## src/rtl/intr_swap_pkg.sv

```systemverilog
package intr_swap_pkg;

   typedef enum logic [2:0] {
      CLS_NONE = 3'd0,
      CLS_MCK  = 3'd1,
      CLS_PGM  = 3'd2,
      CLS_SVC  = 3'd3,
      CLS_EXT  = 3'd4,
      CLS_IO   = 3'd5
   } cls_e;

   typedef enum logic [1:0] {
      ST_IDLE,
      ST_STORE,
      ST_FETCH,
      ST_LOAD
   } swap_st_e;

   localparam int SW_W      = 64;
   localparam int CODE_W    = 16;
   localparam int CODE_LSB  = 32;
   localparam int ILC_LSB   = 30;
   localparam logic [7:0] LOAD_OFS = 8'h40;

   // save slot of each class in low storage
   function automatic logic [7:0] save_slot(cls_e c);
      logic [7:0] a;
      case (c)
         CLS_MCK: a = 8'h30;
         CLS_PGM: a = 8'h28;
         CLS_SVC: a = 8'h20;
         CLS_EXT: a = 8'h18;
         CLS_IO:  a = 8'h38;
         default: a = 8'h00;
      endcase
      return a;
   endfunction

   function automatic logic [7:0] load_slot(cls_e c);
      return save_slot(c) + LOAD_OFS;
   endfunction

endpackage

```

## src/rtl/intr_capture.sv

```systemverilog
module intr_capture
   import intr_swap_pkg::*;
#(
   parameter int PGM_CODE_W = 6
) (
   input  logic                  clk,
   input  logic                  rst_n,
   input  logic [3:0]            prog_mask,
   input  logic                  pgm_req,
   input  logic [PGM_CODE_W-1:0] pgm_code,
   input  logic [1:0]            pgm_ilc,
   input  logic                  pgm_imprecise,
   input  logic                  svc_req,
   input  logic [7:0]            svc_num,
   input  logic [1:0]            svc_ilc,
   input  logic                  take_pgm,
   input  logic                  take_svc,
   output logic                  pgm_pend,
   output logic [PGM_CODE_W-1:0] pgm_code_q,
   output logic [1:0]            pgm_ilc_q,
   output logic                  svc_pend,
   output logic [7:0]            svc_num_q,
   output logic [1:0]            svc_ilc_q,
   output logic                  clash
);

   logic pgm_blocked;
   logic pgm_ok;
   logic svc_ok;

   // exceptions that the program mask can suppress
   always_comb begin
      pgm_blocked = 1'b0;
      case (pgm_code)
         PGM_CODE_W'(8):  pgm_blocked = !prog_mask[3];
         PGM_CODE_W'(10): pgm_blocked = !prog_mask[2];
         PGM_CODE_W'(13): pgm_blocked = !prog_mask[1];
         PGM_CODE_W'(14): pgm_blocked = !prog_mask[0];
         default:         pgm_blocked = 1'b0;
      endcase
   end

   assign pgm_ok = pgm_req && !pgm_blocked;
   // a call colliding with a program pulse is dropped
   assign svc_ok = svc_req && !pgm_req;

   always_ff @(posedge clk) begin
      if (!rst_n) begin
         pgm_pend   <= 1'b0;
         pgm_code_q <= '0;
         pgm_ilc_q  <= 2'b00;
         svc_pend   <= 1'b0;
         svc_num_q  <= 8'h00;
         svc_ilc_q  <= 2'b00;
         clash      <= 1'b0;
      end else begin
         clash <= pgm_req && svc_req;

         if (pgm_ok && (!pgm_pend || take_pgm)) begin
            pgm_pend   <= 1'b1;
            pgm_code_q <= pgm_code;
            pgm_ilc_q  <= pgm_imprecise ? 2'b00 : pgm_ilc;
         end else if (take_pgm) begin
            pgm_pend <= 1'b0;
         end

         if (svc_ok && (!svc_pend || take_svc)) begin
            svc_pend  <= 1'b1;
            svc_num_q <= svc_num;
            svc_ilc_q <= svc_ilc;
         end else if (take_svc) begin
            svc_pend <= 1'b0;
         end
      end
   end

endmodule

```

## src/rtl/intr_arbiter.sv

```systemverilog
module intr_arbiter
   import intr_swap_pkg::*;
#(
   parameter int CHAN_W         = 8,
   parameter int DIRECT_CH      = 6,
   parameter bit PGM_BEFORE_SVC = 1'b1
) (
   input  logic [7:0]        sys_mask,
   input  logic              mck_req,
   input  logic              pgm_pend,
   input  logic              svc_pend,
   input  logic              ext_req,
   input  logic              io_req,
   input  logic [CHAN_W-1:0] io_chan,
   output cls_e              pick
);

   logic io_en;
   logic io_ok;
   logic ext_ok;
   logic lvl2_a_req;
   logic lvl2_b_req;
   cls_e lvl2_a_cls;
   cls_e lvl2_b_cls;

   // channels below DIRECT_CH own a mask bit; the rest share one
   always_comb begin
      io_en = sys_mask[7-DIRECT_CH];
      for (int c = 0; c < DIRECT_CH; c++) begin
         if (io_chan == CHAN_W'(c)) io_en = sys_mask[7-c];
      end
   end

   assign io_ok  = io_req && io_en;
   assign ext_ok = ext_req && sys_mask[0];

   // order inside the shared second level
   generate
      if (PGM_BEFORE_SVC) begin : g_pgm_first
         assign lvl2_a_req = pgm_pend;
         assign lvl2_a_cls = CLS_PGM;
         assign lvl2_b_req = svc_pend;
         assign lvl2_b_cls = CLS_SVC;
      end else begin : g_svc_first
         assign lvl2_a_req = svc_pend;
         assign lvl2_a_cls = CLS_SVC;
         assign lvl2_b_req = pgm_pend;
         assign lvl2_b_cls = CLS_PGM;
      end
   endgenerate

   always_comb begin
      if (mck_req)         pick = CLS_MCK;
      else if (lvl2_a_req) pick = lvl2_a_cls;
      else if (lvl2_b_req) pick = lvl2_b_cls;
      else if (ext_ok)     pick = CLS_EXT;
      else if (io_ok)      pick = CLS_IO;
      else                 pick = CLS_NONE;
   end

endmodule

```

## src/rtl/intr_swap_fsm.sv

```systemverilog
module intr_swap_fsm
   import intr_swap_pkg::*;
#(
   parameter int ADDR_W     = 24,
   parameter int CHAN_W     = 8,
   parameter int DEV_W      = 8,
   parameter int PGM_CODE_W = 6
) (
   input  logic                  clk,
   input  logic                  rst_n,
   input  cls_e                  pick,
   input  logic [SW_W-1:0]       cur_sw,
   input  logic [PGM_CODE_W-1:0] pgm_code_q,
   input  logic [1:0]            pgm_ilc_q,
   input  logic [7:0]            svc_num_q,
   input  logic [1:0]            svc_ilc_q,
   input  logic [7:0]            ext_src,
   input  logic [CHAN_W-1:0]     io_chan,
   input  logic [DEV_W-1:0]      io_dev,
   input  logic                  mem_ack,
   input  logic [SW_W-1:0]       mem_rdata,
   output logic                  mem_req,
   output logic                  mem_we,
   output logic [ADDR_W-1:0]     mem_addr,
   output logic [SW_W-1:0]       mem_wdata,
   output logic                  psw_load,
   output logic [SW_W-1:0]       psw_new,
   output logic                  busy,
   output logic [2:0]            intr_class,
   output logic                  take_pgm,
   output logic                  take_svc,
   output logic                  ack_mck,
   output logic                  ack_ext,
   output logic                  ack_io
);

   swap_st_e        st;
   cls_e            cls_q;
   logic [SW_W-1:0] hold_q;
   logic [SW_W-1:0] old_word;
   logic            grant;

   assign grant = (st == ST_IDLE) && (pick != CLS_NONE);

   // old status word with code and length folded in
   always_comb begin
      old_word = cur_sw;
      case (pick)
         CLS_PGM: begin
            old_word[CODE_LSB +: CODE_W] = CODE_W'(pgm_code_q);
            old_word[ILC_LSB +: 2]       = pgm_ilc_q;
         end
         CLS_SVC: begin
            old_word[CODE_LSB +: CODE_W] = {8'h00, svc_num_q};
            old_word[ILC_LSB +: 2]       = svc_ilc_q;
         end
         CLS_EXT: old_word[CODE_LSB +: CODE_W] = {8'h00, ext_src};
         CLS_IO:  old_word[CODE_LSB +: CODE_W] = {io_chan, io_dev};
         default: old_word = cur_sw;
      endcase
   end

   always_ff @(posedge clk) begin
      if (!rst_n) begin
         st      <= ST_IDLE;
         cls_q   <= CLS_NONE;
         hold_q  <= '0;
         ack_mck <= 1'b0;
         ack_ext <= 1'b0;
         ack_io  <= 1'b0;
      end else begin
         ack_mck <= 1'b0;
         ack_ext <= 1'b0;
         ack_io  <= 1'b0;
         case (st)
            ST_IDLE: begin
               if (grant) begin
                  st      <= ST_STORE;
                  cls_q   <= pick;
                  hold_q  <= old_word;
                  ack_mck <= (pick == CLS_MCK);
                  ack_ext <= (pick == CLS_EXT);
                  ack_io  <= (pick == CLS_IO);
               end
            end
            ST_STORE: begin
               if (mem_ack) st <= ST_FETCH;
            end
            ST_FETCH: begin
               if (mem_ack) begin
                  hold_q <= mem_rdata;
                  st     <= ST_LOAD;
               end
            end
            default: begin
               st    <= ST_IDLE;
               cls_q <= CLS_NONE;
            end
         endcase
      end
   end

   assign mem_req    = (st == ST_STORE) || (st == ST_FETCH);
   assign mem_we     = (st == ST_STORE);
   assign mem_addr   = ADDR_W'((st == ST_FETCH) ? load_slot(cls_q) : save_slot(cls_q));
   assign mem_wdata  = hold_q;
   assign psw_load   = (st == ST_LOAD);
   assign psw_new    = hold_q;
   assign busy       = (st != ST_IDLE);
   assign intr_class = cls_q;
   assign take_pgm   = grant && (pick == CLS_PGM);
   assign take_svc   = grant && (pick == CLS_SVC);

endmodule

```

## src/rtl/intr_swap_unit.sv

```systemverilog
module intr_swap_unit
   import intr_swap_pkg::*;
#(
   parameter int ADDR_W         = 24,
   parameter int CHAN_W         = 8,
   parameter int DEV_W          = 8,
   parameter int PGM_CODE_W     = 6,
   parameter int DIRECT_CH      = 6,
   parameter bit PGM_BEFORE_SVC = 1'b1
) (
   input  logic                  clk,
   input  logic                  rst_n,
   input  logic [63:0]           cur_sw,
   input  logic                  mck_req,
   input  logic                  pgm_req,
   input  logic [PGM_CODE_W-1:0] pgm_code,
   input  logic [1:0]            pgm_ilc,
   input  logic                  pgm_imprecise,
   input  logic                  svc_req,
   input  logic [7:0]            svc_num,
   input  logic [1:0]            svc_ilc,
   input  logic                  ext_req,
   input  logic [7:0]            ext_src,
   input  logic                  io_req,
   input  logic [CHAN_W-1:0]     io_chan,
   input  logic [DEV_W-1:0]      io_dev,
   output logic                  mem_req,
   output logic                  mem_we,
   output logic [ADDR_W-1:0]     mem_addr,
   output logic [63:0]           mem_wdata,
   input  logic                  mem_ack,
   input  logic [63:0]           mem_rdata,
   output logic                  psw_load,
   output logic [63:0]           psw_new,
   output logic                  busy,
   output logic [2:0]            intr_class,
   output logic                  ack_mck,
   output logic                  ack_ext,
   output logic                  ack_io,
   output logic                  svc_pgm_clash
);

   localparam int SYS_MSB = SW_W - 1;
   localparam int SYS_LSB = SW_W - 8;

   generate
      if (CHAN_W + DEV_W != CODE_W) begin : g_bad_code
         $error("channel and device widths must fill the code field");
      end
      if (DIRECT_CH < 1 || DIRECT_CH > 7) begin : g_bad_direct
         $error("DIRECT_CH must lie in 1..7");
      end
      if (ADDR_W < 8) begin : g_bad_addr
         $error("ADDR_W must reach the low-storage slots");
      end
      if (PGM_CODE_W < 4 || PGM_CODE_W > CODE_W) begin : g_bad_pgm
         $error("PGM_CODE_W out of range");
      end
   endgenerate

   logic                  pgm_pend;
   logic                  svc_pend;
   logic [PGM_CODE_W-1:0] pgm_code_q;
   logic [1:0]            pgm_ilc_q;
   logic [7:0]            svc_num_q;
   logic [1:0]            svc_ilc_q;
   logic                  take_pgm;
   logic                  take_svc;
   cls_e                  pick;

   intr_capture #(
      .PGM_CODE_W (PGM_CODE_W)
   ) u_capture (
      .clk           (clk),
      .rst_n         (rst_n),
      .prog_mask     (cur_sw[27:24]),
      .pgm_req       (pgm_req),
      .pgm_code      (pgm_code),
      .pgm_ilc       (pgm_ilc),
      .pgm_imprecise (pgm_imprecise),
      .svc_req       (svc_req),
      .svc_num       (svc_num),
      .svc_ilc       (svc_ilc),
      .take_pgm      (take_pgm),
      .take_svc      (take_svc),
      .pgm_pend      (pgm_pend),
      .pgm_code_q    (pgm_code_q),
      .pgm_ilc_q     (pgm_ilc_q),
      .svc_pend      (svc_pend),
      .svc_num_q     (svc_num_q),
      .svc_ilc_q     (svc_ilc_q),
      .clash         (svc_pgm_clash)
   );

   intr_arbiter #(
      .CHAN_W         (CHAN_W),
      .DIRECT_CH      (DIRECT_CH),
      .PGM_BEFORE_SVC (PGM_BEFORE_SVC)
   ) u_arbiter (
      .sys_mask (cur_sw[SYS_MSB:SYS_LSB]),
      .mck_req  (mck_req),
      .pgm_pend (pgm_pend),
      .svc_pend (svc_pend),
      .ext_req  (ext_req),
      .io_req   (io_req),
      .io_chan  (io_chan),
      .pick     (pick)
   );

   intr_swap_fsm #(
      .ADDR_W     (ADDR_W),
      .CHAN_W     (CHAN_W),
      .DEV_W      (DEV_W),
      .PGM_CODE_W (PGM_CODE_W)
   ) u_fsm (
      .clk        (clk),
      .rst_n      (rst_n),
      .pick       (pick),
      .cur_sw     (cur_sw),
      .pgm_code_q (pgm_code_q),
      .pgm_ilc_q  (pgm_ilc_q),
      .svc_num_q  (svc_num_q),
      .svc_ilc_q  (svc_ilc_q),
      .ext_src    (ext_src),
      .io_chan    (io_chan),
      .io_dev     (io_dev),
      .mem_ack    (mem_ack),
      .mem_rdata  (mem_rdata),
      .mem_req    (mem_req),
      .mem_we     (mem_we),
      .mem_addr   (mem_addr),
      .mem_wdata  (mem_wdata),
      .psw_load   (psw_load),
      .psw_new    (psw_new),
      .busy       (busy),
      .intr_class (intr_class),
      .take_pgm   (take_pgm),
      .take_svc   (take_svc),
      .ack_mck    (ack_mck),
      .ack_ext    (ack_ext),
      .ack_io     (ack_io)
   );

endmodule

```

## config.mk

```make
export PLATFORM = sky130hd
export DESIGN_NAME = intr_swap_unit
export DESIGN_NICKNAME = d
export VERILOG_FILES = /design/src/rtl/intr_swap_pkg.sv /design/src/rtl/intr_capture.sv /design/src/rtl/intr_arbiter.sv /design/src/rtl/intr_swap_fsm.sv /design/src/rtl/intr_swap_unit.sv
export SDC_FILE = /design/constraint.sdc
export NUM_CORES = 1
export LEC_CHECK = 0
export BUFFER_PORTS_ARGS = -buffer_cell sky130_fd_sc_hd__buf_2
export CORE_AREA = 2 2 131 133
export CTS_CLUSTER_SIZE = 14
export DETAILED_ROUTE_END_ITERATION = 12
export DIE_AREA = 0 0 133 135
export PLACE_DENSITY_LB_ADDON = 0.15
export SETUP_SLACK_MARGIN = 0.4
export SYNTH_ARGS = -nofsm -noshare
export SYNTH_HDL_FRONTEND = slang
export SYNTH_SLANG_ARGS = --single-unit
```

## constraint.sdc

```tcl
create_clock -name clk -period 3.7 [get_ports clk]
set_clock_uncertainty 0.05 [all_clocks]
set_input_delay 0.74 -clock clk [delete_from_list [all_inputs] [get_ports clk]]
set_output_delay 0.74 -clock clk [all_outputs]
set_load 0.02 [all_outputs]
```

## After elaboration in Yosys (flattened, before gate mapping)

Index checks and enable logic that the tools add are counted.

| storage, ports and cells | value |
|---|---|
| register bits | 93 |
| bits of input ports | 179 |
| word-level logic and storage cells | 103 |
| output and inout bits | 163 |

| operators by class | value |
|---|---|
| bitwise operators | 1 |
| muxes and demuxes | 30 |
| equal/unequal tests | 25 |
| reductions and logical operators | 33 |
| $add $sub $neg | 1 |

Operator list:

| cell | count |
|---|---|
| $mux W64 | 2 |
| $pmux W64 S2 | 1 |
| $pmux W16 S4 | 1 |
| $pmux W6 S5 | 1 |
| $eq A6 B4 Y1 const B | 4 |
| $mux W3 | 6 |
| $eq A8 B2 Y1 const B | 2 |
| $eq A8 B3 Y1 const B | 2 |
| $eq A3 B2 Y1 const B | 4 |
| $eq A3 B3 Y1 const B | 4 |
| $logic_and A1 B1 Y1 | 10 |
| $mux W1 | 10 |
| $reduce_and A3 Y1 | 3 |
| $add A6 B7 Y8 const B | 1 |
| $eq A8 B1 Y1 const B | 1 |
| $logic_not A1 Y1 | 8 |
| $logic_not A8 Y1 | 1 |
| $mux W2 | 4 |
| $mux W8 | 1 |
| $reduce_bool A2 Y1 | 4 |
| $eq A3 B1 Y1 const B | 2 |
| $pmux W2 S3 | 1 |
| $pmux W3 S2 | 1 |
| $eq A2 B2 Y1 const B | 2 |
| other kinds (11) | 14 |

## Longest topological paths before layout

| logic depth | value |
|---|---|
| depth in word-level cells | 19 |
| depth in mapped cells | 12 |
| gate-level depth less buffers | 8 |

## Cells and area by module

A second synthesis with hierarchy kept.

| second synthesis, totals | value |
|---|---|
| cell total of the unflattened synthesis | 610 |
| area, all modules | 5587.9 um^2 |

By module, submodules not included:

| module | area an instance (um^2) | seq. area each (um^2) | times used | cells each |
|---|---|---|---|---|
| intr_swap_fsm | 4514.3 | 1441.4 | 1 | 495 |
| intr_capture | 900.9 | 420.4 | 1 | 87 |
| intr_arbiter | 172.7 | 0.0 | 1 | 28 |

## Least setup slack after synthesis

No wires, ideal clock.

| timing path | value |
|---|---|
| path kind | input-to-reg |
| start point | in io_chan[5] |
| end point | reg u_fsm.hold_q[53] (netlist: u_fsm.mem_wdata[53]) |
| buffers on the path | 4 |
| slack | 1.000 ns |
| cell stages on the path | 10 |
| setup time | 0.081 ns |
| arrival time | 2.569 ns |
| data required time | 3.569 ns |
| cells stage by stage | or4_4 > o31ai_4 > nor2_2 > a21o_1 > buf_6 > and2_1 > clkbuf_2 > buf_6 > buf_6 > a211oi_2 |

| on the way | value |
|---|---|
| longest elaborated chain between the ends | 17 |
| elaborated cells on any way between the ends | 22 |
| classes of those cells | eq/ne: 6; mux: 11; reduce/logical: 5 |

Ends and longest elaborated chain:

| what | line | source |
|---|---|---|
| start: declaration | intr_swap_unit.sv:25 | `input logic [CHAN_W-1:0] io_chan,` |
| $logic_not A8 Y1 | intr_arbiter.sv:30 | `if (io_chan == CHAN_W'(c)) io_en = sys_mask[7-c];` |
| $mux W1 (5 in series) | intr_arbiter.sv:30 |  |
| $mux W1 * | intr_arbiter.sv:30 |  |
| $logic_and A1 B1 Y1 * | intr_arbiter.sv:34 | `assign io_ok = io_req && io_en;` |
| $mux W3 * | intr_arbiter.sv:57 | `else if (io_ok) pick = CLS_IO;` |
| $mux W3 * | intr_arbiter.sv:56 | `else if (ext_ok) pick = CLS_EXT;` |
| $mux W3 * | intr_arbiter.sv:55 | `else if (lvl2_b_req) pick = lvl2_b_cls;` |
| $mux W3 * | intr_arbiter.sv:54 | `else if (lvl2_a_req) pick = lvl2_a_cls;` |
| $mux W3 * | intr_arbiter.sv:53 | `if (mck_req) pick = CLS_MCK;` |
| $reduce_bool A3 Y1 * | intr_swap_fsm.sv:43 | `assign grant = (st == ST_IDLE) && (pick != CLS_NONE);` |
| $logic_and A1 B1 Y1 * | intr_swap_fsm.sv:43 |  |
| $ne A2 B1 Y1 (no source line) * | -- |  |
| $reduce_and A3 Y1 (no source line) * | -- |  |
| end signal: assignment | intr_swap_fsm.sv:80 | `hold_q <= old_word;` |
| end signal: assignment | intr_swap_fsm.sv:91 | `hold_q <= mem_rdata;` |
| end: declaration | intr_swap_fsm.sv:39 | `logic [SW_W-1:0] hold_q;` |

Mark *: on every way between the ends. The rest lies on a longest branch, timed or not.
A chain may end at the register's enable or synchronous reset.

## Worst setup path after layout

| timing path | value |
|---|---|
| start point | reg u_fsm.st[0] |
| end point | out mem_addr[6] |

| on the way | value |
|---|---|
| longest elaborated chain between the ends | 2 |

Ends and longest elaborated chain:

| what | line | source |
|---|---|---|
| start: declaration | intr_swap_fsm.sv:37 | `swap_st_e st;` |
| start signal: assignment | intr_swap_fsm.sv:65 | `st <= ST_IDLE;` |
| start signal: assignment | intr_swap_fsm.sv:78 | `st <= ST_STORE;` |
| start signal: assignment | intr_swap_fsm.sv:87 | `if (mem_ack) st <= ST_FETCH;` |
| $eq A2 B2 Y1 | intr_swap_fsm.sv:105 | `assign mem_addr = ADDR_W'((st == ST_FETCH) ? load_slot(cls_q) : save_slot(cls_q));` |
| $mux W8 | intr_swap_fsm.sv:105 |  |
| end: declaration | intr_swap_unit.sv:29 | `output logic [ADDR_W-1:0] mem_addr,` |

No other way between the ends.

==> results.json <==
{
  "status": "finished, final reports clean",
  "ys.flop_type": "dfxtp_1",
  "drc": 0,
  "syn_inst": 625,
  "pwr-share-comb": 0.537,
  "post_synth_and_or_nand_nor_area_fraction": 0.107,
  "setup_viol": 0,
  "portBuffers": 321,
  "wl_met1_mm": 8.22,
  "ir_worst_vdd_mv": 0.334,
  "fin_tns_setup_ps": 0,
  "power_leakage_nw": 3.23,
  "synth_cell_types": 58,
  "cts_sinks": 93,
  "rsz0062_at_grt": "false",
  "slew_headroom": 0.270,
  "swShare": 0.473,
  "tritoncts": "yes",
  "drt-vias-per-instance": 4.96,
  "synth-seq-cells": 93,
  "fin_crit_ps": 3050,
  "final_nets": 1036,
  "switchingPower_mw": 2.61,
  "die_h_um": 135,
  "cp.arrival_ps": 2260,
  "post-route-period-util": 0.823,
  "vias": 5346,
  "clk_latency_ps": 350,
  "synth_area_mm2": 0.00545,
  "synth_top_family_by_area": "compound AO/OA/AOI/OAI gates",
  "max_freq_mhz": 328,
  "core_mm2": 0.0164,
  "track_usage": 0.208,
  "cp_max_fo": 41,
  "muxShareOfSynthArea": 0.110,
  "overflow": 0,
  "synth_compound_area_frac": 0.266,
  "highest_layer": "met4",
  "synth_xor_xnor_area_share": 0,
  "startpoint_type": "flop",
  "routabilityCongestion": 0.802,
  "rows": 47,
  "path_class": "flop to primary output",
  "die_w_um": 133,
  "p_per_area_mw_per_mm2": 793,
  "p_int_mw": 2.91,
  "wl_met2_mm": 9.25,
  "cts_resized": 0,
  "final_layout_size_suffix_gt1_frac": 0.440,
  "yosys_warnings": 0,
  "grt_start_max_net_pins": 53,
  "hold_violations": 0,
  "cts_made_buffers": 9,
  "syn_to_final_growth_pct": 27.8,
  "clkTransAtPathRegs_ps": 60,
  "hold_class": "flop to flop",
  "power_frac_seq": 0.290,
  "grt_pass1_vias": 5133,
  "synth.avg_cell_area_um2": 8.72,
  "wl_per_cell_um": 17.7,
  "synth_edf_count": 0,
  "start_util": 0.332,
  "ant_nets": 0,
  "hpwl_mm": 14.5,
  "drv_slew": 0,
  "cts_max_path_buffers": 2,
  "die-area_mm2": 0.0180,
  "layout_common_cells": "buf_2 (321), dfxtp_1 (93), a21oi_1 (71)",
  "drtPass1Iterations": 5,
  "placed_cells": 1061,
  "htree_levels": 3,
  "final_common_cell": "buf_2",
  "ys_seq_area_frac": 0.342,
  "maxCapViolCount": 0,
  "wl_met3_mm": 1.39,
  "hold_buffers": 0,
  "async_flop_share": 0,
  "drt_wl_total_mm": 19.1,
  "cts_root_buf": "clkbuf_16",
  "critical_path.endpoint_type": "primary output",
  "clock_power_share": 0.173,
  "ios": 342,
  "tightest_slew_ps": 1090,
  "required_ps": 2910,
  "instances_no_fill": 1078,
  "grt_pass1_wl_mm": 29.1,
  "antenna_found_initial": 0,
  "synthAdderAreaFrac": 0.0115,
  "drtIter0Drc": 294,
  "post_cts_buffers": 0
}
[logic make-up (layout without fill, tap and decap cells)]
kind of cell,count (synthesis),count (layout)
compound gates,207,207
fa+ha+maj,5,5
buf+inv,143,356
flops,93,93
mux,60,60
other cells,1,21
simple gates,116,116
[final cells by class]
class	count	area (um^2)
fill	1723	9440
clock inverter	6	61.3
antenna	1	2.50
sequential	93	1860
clock buffer	10	239
tap	220	275
multi-input combinational	408	2790
inverter	6	22.5
timing repair buffer	334	1720
[power groups by stage]
stage	clock network (mW)	registers [mW]	logic [mW]
6_report	0.954	1.60	2.97
5_1_grt	1.01	1.65	3.22
4_1_cts	0.983	1.61	2.99
3_5_place_dp	0	1.63	2.99
3_3_place_gp	0	1.62	2.98
2_1_floorplan	0	1.91	2.03
[state kept, by name, indices dropped and copies added (netlist names)]
register,flops
u_capture.clash,1
u_capture.pgm_code_q,6
u_capture.pgm_ilc_q,2
u_capture.pgm_pend,1
u_capture.svc_ilc_q,2
u_capture.svc_num_q,8
u_capture.svc_pend,1
u_fsm.ack_ext,1
u_fsm.ack_io,1
u_fsm.ack_mck,1
u_fsm.intr_class,3
u_fsm.mem_wdata,64
u_fsm.st,2
[cell usage after synthesis (all sizes together) (9+ instances only)]
| cell type | n | area share |
|---|---|---|
| o21ai | 19 | 0.017 |
| buf | 99 | 0.13 |
| clkbuf | 38 | 0.026 |
| a21oi | 71 | 0.065 |
| o211ai | 9 | 0.012 |
| a211oi | 52 | 0.081 |
| nand4 | 9 | 0.010 |
| nand2 | 33 | 0.023 |
| nor2 | 29 | 0.020 |
| a221oi | 12 | 0.019 |
| dfxtp | 93 | 0.34 |
| mux2i | 59 | 0.11 |
[per-layer routing]
metal	GRT usage	up-vias
met1	0.270	2467
li1	-	2650
met4	0.0573	0
met3	0.0492	19
met2	0.347	210
met5	0	-
[per-stage QoR]
step | util | cell area, um^2 | hold WS [ps] | setup slack [ps] | power (mW)
after floorplan | - | 5520 | 382 | 1000 | 3.95
after global placement | 0.406 | 6660 | 398 | 590 | 4.61
after detailed placement | 0.406 | 6660 | 409 | 577 | 4.62
after CTS | 0.424 | 6960 | 417 | 578 | 5.58
after global routing | 0.424 | 6960 | 429 | 517 | 5.88
final | 0.425 | 6970 | 414 | 654 | 5.52
[critical path: stages (launching register included)]
cell	delay (ps)
dfxtp_1	340
inv_1	130
ha_4	140
buf_4	410
buf_4	600
buf_2	280
[final timing paths]
kind / start / end / slack (ps) / cells past startpoint
setup / recovery: u_fsm.st[0] / mem_addr[6] / 650 / 5
hold / removal: u_capture.pgm_ilc_q[0] / u_capture.pgm_ilc_q[0] / 410 / 2
setup reg to reg: u_fsm.st[1] / u_fsm.mem_wdata[40] / 950 / 9
hold reg to reg: u_capture.pgm_ilc_q[0] / u_capture.pgm_ilc_q[0] / 410 / 2
Note: power is estimated with default switching activity, not from simulation.
